### config.mk
export PLATFORM = sky130hd
export DESIGN_NAME = clk_switch_ready_timer
export DESIGN_NICKNAME = d
export VERILOG_FILES = /design/src/rtl/csrt_pkg.sv /design/src/rtl/csrt_wr_decode.sv /design/src/rtl/csrt_pwr_reg.sv /design/src/rtl/csrt_settle_cnt.sv /design/src/rtl/csrt_flag_reg.sv /design/src/rtl/clk_switch_ready_timer.sv
export SDC_FILE = /design/constraint.sdc
export NUM_CORES = 1
export LEC_CHECK = 0
export ABC_AREA = 1
export CORE_MARGIN = 2
export CORE_UTILIZATION = 50
export DETAILED_ROUTE_END_ITERATION = 16
export GPL_TIMING_DRIVEN = 0
export MAX_ROUTING_LAYER = met4
export PLACE_DENSITY = 0.75
export SYNTH_ARGS = -nofsm -noshare
export SYNTH_HDL_FRONTEND = slang
export SYNTH_SLANG_ARGS = --single-unit
export TNS_END_PERCENT = 100
### constraint.sdc
create_clock -name clk -period 1.6 [get_ports clk]
set_input_delay 0.32 -clock clk [delete_from_list [all_inputs] [get_ports clk]]
set_output_delay 0.32 -clock clk [all_outputs]
set_load 0.05 [all_outputs]
### src/rtl/csrt_pkg.sv
`timescale 1ns/1ps
package csrt_pkg;

  typedef enum logic {
    SETTLE_IDLE = 1'b0,
    SETTLE_RUN  = 1'b1
  } settle_state_e;

  // True when the masked value equals the arming pattern.
  function automatic logic pattern_hit(input logic [7:0] value,
                                       input logic [7:0] mask,
                                       input logic [7:0] pattern);
    return (value & mask) == (pattern & mask);
  endfunction

endpackage

### src/rtl/csrt_wr_decode.sv
`timescale 1ns/1ps
module csrt_wr_decode #(
  parameter int unsigned     ADDR_W      = 8,
  parameter int unsigned     DATA_W      = 8,
  parameter logic [ADDR_W-1:0] PWR_ADDR  = 8'h2C,
  parameter logic [ADDR_W-1:0] FLAG_ADDR = 8'h2D,
  parameter logic [DATA_W-1:0] ARM_MASK  = 8'hD0,
  parameter logic [DATA_W-1:0] ARM_PATTERN = 8'h90
) (
  input  logic              wr_en,
  input  logic [ADDR_W-1:0] wr_addr,
  input  logic [DATA_W-1:0] wr_data,
  output logic              pwr_wr,
  output logic              flag_wr,
  output logic              arm,
  output logic              cancel
);

  logic hit;

  always_comb begin
    hit     = ((wr_data & ARM_MASK) == (ARM_PATTERN & ARM_MASK));
    pwr_wr  = wr_en && (wr_addr == PWR_ADDR);
    flag_wr = wr_en && (wr_addr == FLAG_ADDR);
    arm     = pwr_wr && hit;
    cancel  = pwr_wr && !hit;
  end

endmodule

### src/rtl/csrt_pwr_reg.sv
`timescale 1ns/1ps
module csrt_pwr_reg #(
  parameter int unsigned       DATA_W     = 8,
  parameter logic [DATA_W-1:0] FORCE_ONES = 8'h03
) (
  input  logic              clk,
  input  logic              rst,
  input  logic              wr,
  input  logic [DATA_W-1:0] data,
  output logic [DATA_W-1:0] q
);

  for (genvar b = 0; b < DATA_W; b++) begin : g_bit
    if (FORCE_ONES[b]) begin : g_forced
      always_ff @(posedge clk) begin
        if (rst)     q[b] <= 1'b0;
        else if (wr) q[b] <= 1'b1;
      end
    end else begin : g_plain
      always_ff @(posedge clk) begin
        if (rst)     q[b] <= 1'b0;
        else if (wr) q[b] <= data[b];
      end
    end
  end

endmodule

### src/rtl/csrt_settle_cnt.sv
`timescale 1ns/1ps
module csrt_settle_cnt
  import csrt_pkg::*;
#(
  parameter int unsigned SETTLE_TICKS = 65535,
  parameter int unsigned CNT_W        = $clog2(SETTLE_TICKS + 1)
) (
  input  logic clk,
  input  logic rst,
  input  logic arm,
  input  logic cancel,
  input  logic tick,
  output logic busy,
  output logic done
);

  localparam logic [CNT_W-1:0] LAST = CNT_W'(SETTLE_TICKS - 1);

  settle_state_e    state;
  logic [CNT_W-1:0] cnt;
  logic             advance;

  always_comb begin
    advance = (state == SETTLE_RUN) && tick && !arm && !cancel;
    done    = advance && (cnt == LAST);
    busy    = (state == SETTLE_RUN);
  end

  always_ff @(posedge clk) begin
    if (rst) begin
      state <= SETTLE_IDLE;
      cnt   <= '0;
    end else if (arm) begin
      state <= SETTLE_RUN;
      cnt   <= '0;
    end else if (cancel) begin
      state <= SETTLE_IDLE;
      cnt   <= '0;
    end else if (done) begin
      state <= SETTLE_IDLE;
      cnt   <= '0;
    end else if (advance) begin
      cnt   <= cnt + 1'b1;
    end
  end

endmodule

### src/rtl/csrt_flag_reg.sv
`timescale 1ns/1ps
module csrt_flag_reg #(
  parameter int unsigned DATA_W    = 8,
  parameter int unsigned READY_BIT = 3
) (
  input  logic              clk,
  input  logic              rst,
  input  logic              wr,
  input  logic [DATA_W-1:0] data,
  input  logic              ready_clr,
  input  logic              ready_set,
  output logic [DATA_W-1:0] q
);

  for (genvar b = 0; b < DATA_W; b++) begin : g_bit
    if (b == READY_BIT) begin : g_ready
      always_ff @(posedge clk) begin
        if (rst)            q[b] <= 1'b0;
        else if (ready_clr) q[b] <= 1'b0;
        else if (ready_set) q[b] <= 1'b1;
      end
    end else begin : g_sw
      always_ff @(posedge clk) begin
        if (rst)     q[b] <= 1'b0;
        else if (wr) q[b] <= data[b];
      end
    end
  end

endmodule

### src/rtl/clk_switch_ready_timer.sv
`timescale 1ns/1ps
module clk_switch_ready_timer #(
  parameter int unsigned       ADDR_W       = 8,
  parameter int unsigned       DATA_W       = 8,
  parameter logic [ADDR_W-1:0] PWR_ADDR     = 8'h2C,
  parameter logic [ADDR_W-1:0] FLAG_ADDR    = 8'h2D,
  parameter logic [DATA_W-1:0] FORCE_ONES   = 8'h03,
  parameter logic [DATA_W-1:0] ARM_MASK     = 8'hD0,
  parameter logic [DATA_W-1:0] ARM_PATTERN  = 8'h90,
  parameter int unsigned       READY_BIT    = 3,
  parameter int unsigned       SETTLE_TICKS = 65535
) (
  input  logic              clk,
  input  logic              rst,
  input  logic              wr_en,
  input  logic [ADDR_W-1:0] wr_addr,
  input  logic [DATA_W-1:0] wr_data,
  input  logic              tick,
  output logic [DATA_W-1:0] pwr_q,
  output logic [DATA_W-1:0] flag_q
);

  localparam int unsigned CNT_W = $clog2(SETTLE_TICKS + 1);

  logic pwr_wr;
  logic flag_wr;
  logic arm;
  logic cancel;
  logic settle_busy;
  logic settle_done;

  csrt_wr_decode #(
    .ADDR_W     (ADDR_W),
    .DATA_W     (DATA_W),
    .PWR_ADDR   (PWR_ADDR),
    .FLAG_ADDR  (FLAG_ADDR),
    .ARM_MASK   (ARM_MASK),
    .ARM_PATTERN(ARM_PATTERN)
  ) u_decode (
    .wr_en  (wr_en),
    .wr_addr(wr_addr),
    .wr_data(wr_data),
    .pwr_wr (pwr_wr),
    .flag_wr(flag_wr),
    .arm    (arm),
    .cancel (cancel)
  );

  csrt_pwr_reg #(
    .DATA_W    (DATA_W),
    .FORCE_ONES(FORCE_ONES)
  ) u_pwr (
    .clk (clk),
    .rst (rst),
    .wr  (pwr_wr),
    .data(wr_data),
    .q   (pwr_q)
  );

  csrt_settle_cnt #(
    .SETTLE_TICKS(SETTLE_TICKS),
    .CNT_W       (CNT_W)
  ) u_cnt (
    .clk   (clk),
    .rst   (rst),
    .arm   (arm),
    .cancel(cancel),
    .tick  (tick),
    .busy  (settle_busy),
    .done  (settle_done)
  );

  csrt_flag_reg #(
    .DATA_W   (DATA_W),
    .READY_BIT(READY_BIT)
  ) u_flag (
    .clk      (clk),
    .rst      (rst),
    .wr       (flag_wr),
    .data     (wr_data),
    .ready_clr(arm),
    .ready_set(settle_done),
    .q        (flag_q)
  );

endmodule

# --- Word level (Yosys, flattened, before mapping) ---
# Cells that the tools add are included.
totals:
  wordCells: 39
  regBits: 32
  out_inout_bits: 16
  inputBits: 20
op_classes:
  add_sub_neg: 1
  reduce_logical: 14
  n_mux: 3
  eq_ne: 4
ops:
  columns: ["cell", "n"]
  rows:
  - ["adder 16 x 1 -> 16 bit (second input constant)", 1]
  - ["equality test 16 bit (second input constant)", 1]
  - ["equality test 8 x 6 -> 1 bit (second input constant)", 2]
  - ["logical AND 1 bit", 8]
  - ["OR reduction 4 bit", 1]
  - ["equality test 3 bit (second input constant)", 1]
  - ["zero test 1 bit", 3]
  - ["2-to-1 mux 1 bit", 3]
  - ["nonzero test 3 bit", 1]
  - ["OR reduction 2 bit", 1]

# --- Logic depth before layout (Yosys ltp) ---
logic_depth:
  depth_word: 10
  mapped_depth: 10
  depth_no_buf: 10

# --- Hierarchy ---
# From an unflattened synthesis, not the netlist that was laid out.
unflattened:
  hier_cells: 258
  hier_area_um2: 1692.9
modules_own_cells:
  columns: ["mod", "area_per_inst_um2", "n_inst", "seq_area_each_um2", "cells_per_inst"]
  rows:
  - ["csrt_settle_cnt", 1006.0, 1, 340.3, 149]
  - ["csrt_flag_reg", 317.8, 1, 160.2, 47]
  - ["csrt_pwr_reg", 282.8, 1, 140.1, 42]
  - ["csrt_wr_decode", 86.3, 1, 0.0, 20]

# --- Least setup slack after synthesis ---
# No wires, ideal clock.
synth_path:
  path_type: "register to register"
  from: "register u_cnt.cnt[0]"
  to: "register u_cnt.cnt[10]"
  required_time_ps: 1489
  arrival_ps: 1206
  path_buffers: 1
  path_stages_with_launch: 11
  setup_ps: 111
  synth_period_minus_slack_ps: 1317
  slack_ps: 283
  path_cell_list: "dfxtp_1 > inv_1 > ha_1 > inv_1 > nor2_1 > nand2_1 > nor2_2 > nand3_2 > nand3_4 > buf_12 > nor2_4"
synth_between:
  elab_chain_cells: 3
  elab_cells_between_ends: 4
  cone_classes: "1 x add/sub; 1 x eq/ne; 2 x reduce/logical"
synth_rtl:
  columns: ["item", "line", "source"]
  rows:
  - ["start, declared", "csrt_settle_cnt.sv:20", "logic [CNT_W-1:0] cnt;"]
  - ["start signal, assigned", "csrt_settle_cnt.sv:43", "cnt <= cnt + 1'b1;"]
  - ["branches (longest 3 deep; another with adder 16 x 1 -> 16 bit)", null, null]
# Parallel ways; which one is timed is not known.
# A chain may end at the register's enable or synchronous reset.

==> summary.txt <==
Clock tree
  • CTS tree: built
  • CTS root buffer: clkbuf_4
  • H-tree Lvls: 2
  • Hold-fix buffers at CTS: 0
  • Cts bufs inserted: 5
  • Worst-path clk slew: 0.10 ns
  • Worst skew pair latency: 0.34 ns
  • Num Clock Sinks: 32
  • CTS max path bufs: 2

Final layout
  • Finished Layout Cells: 331
  • Area Growth Syn to Fin: 30.6%
  • Nets@finish: 306
  • Final Util: 0.678
  • Layout cells sized above 1: 0.168
  • Fillers: 328
  • N_diodes: 0

Place
  • Placed cells: 319
  • IO buf count: 35
  • Routability cong.: 0.902
  • Detailed placer's ending HPWL: 2.65 mm

Hold path
  • Worst Min Path Start: u_flag.q[5]$_SDFFE_PP0P_
  • Hold Crit Depth: 2
  • Hold EP: u_flag.q[5]$_SDFFE_PP0P_
  • Hold Crit Class: reg -> reg

Drt
  • Vias per cell: 4.79
  • Routed Antenna Nets: 0
  • TritonRoute pass-1 iters: 4
  • Vias: 1587
  • # DRC: 0
  • DR WL/cell: 10.6 µm
  • Initial DRC Count: 117
  • DRT Wirelength: 3.50 mm

Power
  • Final Power: 1600 µW
  • VDD IR max: 0.452 mV
  • Static Leak: 0.000858 µW
  • Power Density: 711 nW/µm²

Yosys
  • Synth cell types: 29
  • FFs w/ async S/R, synth: 0
  • Yosys reg bits: 32
  • Post-synth top cells: 68 x nand2_1, 32 x dfxtp_1, 29 x inv_1
  • Top cells by area, synth: dfxtp_1 37%, nand2_1 15%, inv_1 6.3%, a21oi_1 5.8%, a21oi_2 4.1%
  • Yosys top cell area share: 0.373
  • Syn nets: 260
  • Number of flops mapped to enable cells by yosys: 0
  • Dominant synthesized flop cell: dfxtp_1
  • Register area share after synthesis: 0.373
  • Library cell with the largest summed area after synthesis: dfxtp_1
  • Most frequent cell after synthesis: nand2_1
  • Mean Syn Cell Area: 7.22 µm²
  • Mapped Cells: 238
  • Synth warnings: 0
  • Synth Cell Area: 1720 µm²

Die
  • Die footprint: 3920 µm²
  • DIE WIDTH: 62.6 µm
  • I/O pin cnt: 36
  • Initial Util: 0.519
  • Core area: 3310 µm²
  • FP Rows: 21
  • Die Ht: 62.6 µm

GRT
  • Gr ovfl total: 0
  • Global-route total usage across every layer: 0.209
  • Antenna violations before repair: 0
  • First-pass GRT wire length: 6.33 mm
  • Largest net degree at the start of global routing: 11
  • Vias in the first global route: 1511

Critical path
  • Crit Path Max Fanout: 3
  • Critical path's largest stage delay: 0.53 ns
  • R2R depth: 7
  • Critical Path End Type: output pin
  • Setup slack, reg-to-reg: 0.14 ns
  • RR Endpoint: u_cnt.cnt[10]$_SDFFE_PP0P_
  • R2r startpoint: u_cnt.cnt[1]$_SDFFE_PP0P_
  • Crit path required time: 1.28 ns
  • Buf+Inv Stages, Crit Path: 1
  • Critical path startpoint category: flip-flop
  • Worst path arrival time: 1.21 ns
  • WS Path Type: reg -> out
  • Delay-heaviest family, CP: buffers and inverters
  • Worst path slowest cell: dlygate4sd2_1
  • CP Cell Sequence: dlygate4sd2_1

Status
  • Outcome: completed

Job
  • Max-capacitance violation count: 0

STA
  • Final max-slew violation count: 0
  • Minimum clock period: 1.53 ns
  • Clk_skew: 0.0113 ns
  • Slew @ Worst Pin: 0.510 ns
  • Slew headroom: 0.661
  • Max frequency: 0.652 GHz
  • Final setup viols: 0
  • Final Hold Viols: 0
  • Final Cycle Share: 0.959
layer usage:
metal	up-vias	GRT usage	part of all wire
met5	-	-	0
met4	0	0.111	0.011
met3	4	0.0595	0.065
met2	39	0.340	0.48
met1	696	0.233	0.44
li1	848	-	-
per-stage QoR:
stage                     instance area, µm²  setup slack (ns)  setup TNS, ns  hold WS, ns
after floorplan                         1720             0.283              0        0.389
after global placement                  2130            -0.230          -4.59        0.431
after detailed placement                2130            -0.254          -5.34        0.438
after CTS                               2200            0.0340              0        0.449
after global routing                    2250          -0.00509        -0.0121        0.479
final                                   2250            0.0652              0        0.445
worst max path at each step:
stage                                         start                         end  slack (ns)  depth (start not counted)
after CTS                   u_pwr.q[5]$_SDFFE_PP0P_                    pwr_q[5]        0.03                          1
after detailed placement                 wr_addr[3]  u_cnt.cnt[14]$_SDFFE_PP0P_       -0.25                          9
after floorplan           u_cnt.cnt[0]$_SDFFE_PP0P_  u_cnt.cnt[10]$_SDFFE_PP0P_        0.28                         10
after global placement                   wr_addr[3]  u_cnt.cnt[15]$_SDFFE_PP0P_       -0.23                          9
after global routing      u_cnt.cnt[1]$_SDFFE_PP0P_   u_cnt.cnt[9]$_SDFFE_PP0P_      -0.005                          9
final                       u_pwr.q[1]$_SDFFE_PP0P_                    pwr_q[0]        0.07                          1
timing repair:
item | in CTS | in global routing
setup endpoints to repair | 16 | 15
gates resized for setup | 17 | 6
pin swaps | 0 | 0
buffers inserted | 0 | 4
cells in the final DEF (no fill, tap or decap), types with 3 or more instances in the layout:
| cell type | count |
|---|---|
| buf_4 | 8 |
| inv_1 | 29 |
| nand2_1 | 68 |
| dlygate4sd2_1 | 11 |
| nand4_1 | 6 |
| clkdlybuf4s50_1 | 19 |
| nor2_1 | 13 |
| nor2_2 | 6 |
| dfxtp_1 | 31 |
| clkbuf_4 | 5 |
| o21ai_0 | 13 |
| clkdlybuf4s15_1 | 4 |
| xnor2_1 | 4 |
| xor2_1 | 3 |
| nand3_1 | 8 |
| a21oi_1 | 20 |
| nor2_4 | 4 |
| a21oi_2 | 8 |
cell families (layout without fill, tap and decap cells):
group / after synthesis / in the layout / synth area share
buffers and inverters: 38 / 85 / 0.100
adders and majority gates: 2 / 2 / 0.0146
xor gates and xnor gates: 7 / 7 / 0.0357
and+or+nand+nor: 116 / 116 / 0.331
DFF: 32 / 32 / 0.373
AOI/OAI and AO/OA: 43 / 43 / 0.146
sequential cells by signal (all words and copies together), names as in the netlist:
name and cells:
u_cnt.busy 1, u_flag.q 8, u_cnt.cnt 16, u_pwr.q 7
power by group:
part | internal, µW | switching, µW | leakage (µW) | total, µW
clock network | 415 | 279 | 0.0000515 | 694
registers | 797 | 0.384 | 0.000258 | 797
logic | 61.0 | 44.2 | 0.000549 | 105
total | 1270 | 324 | 0.000858 | 1600
layout make-up:
class | instances | area, µm² | share of cell area
inverters | 31 | 116 | 0.0518
multi-input cells | 168 | 915 | 0.407
plain buffers | 7 | 56.3 | 0.0251
clock inverters | 1 | 30.0 | 0.0134
clock buffers | 7 | 65.1 | 0.0290
repair buffers | 39 | 364 | 0.162
well taps | 46 | 57.6 | 0.0256
flip-flops and latches | 32 | 642 | 0.286
Note: power is estimated with default switching activity, not from simulation.
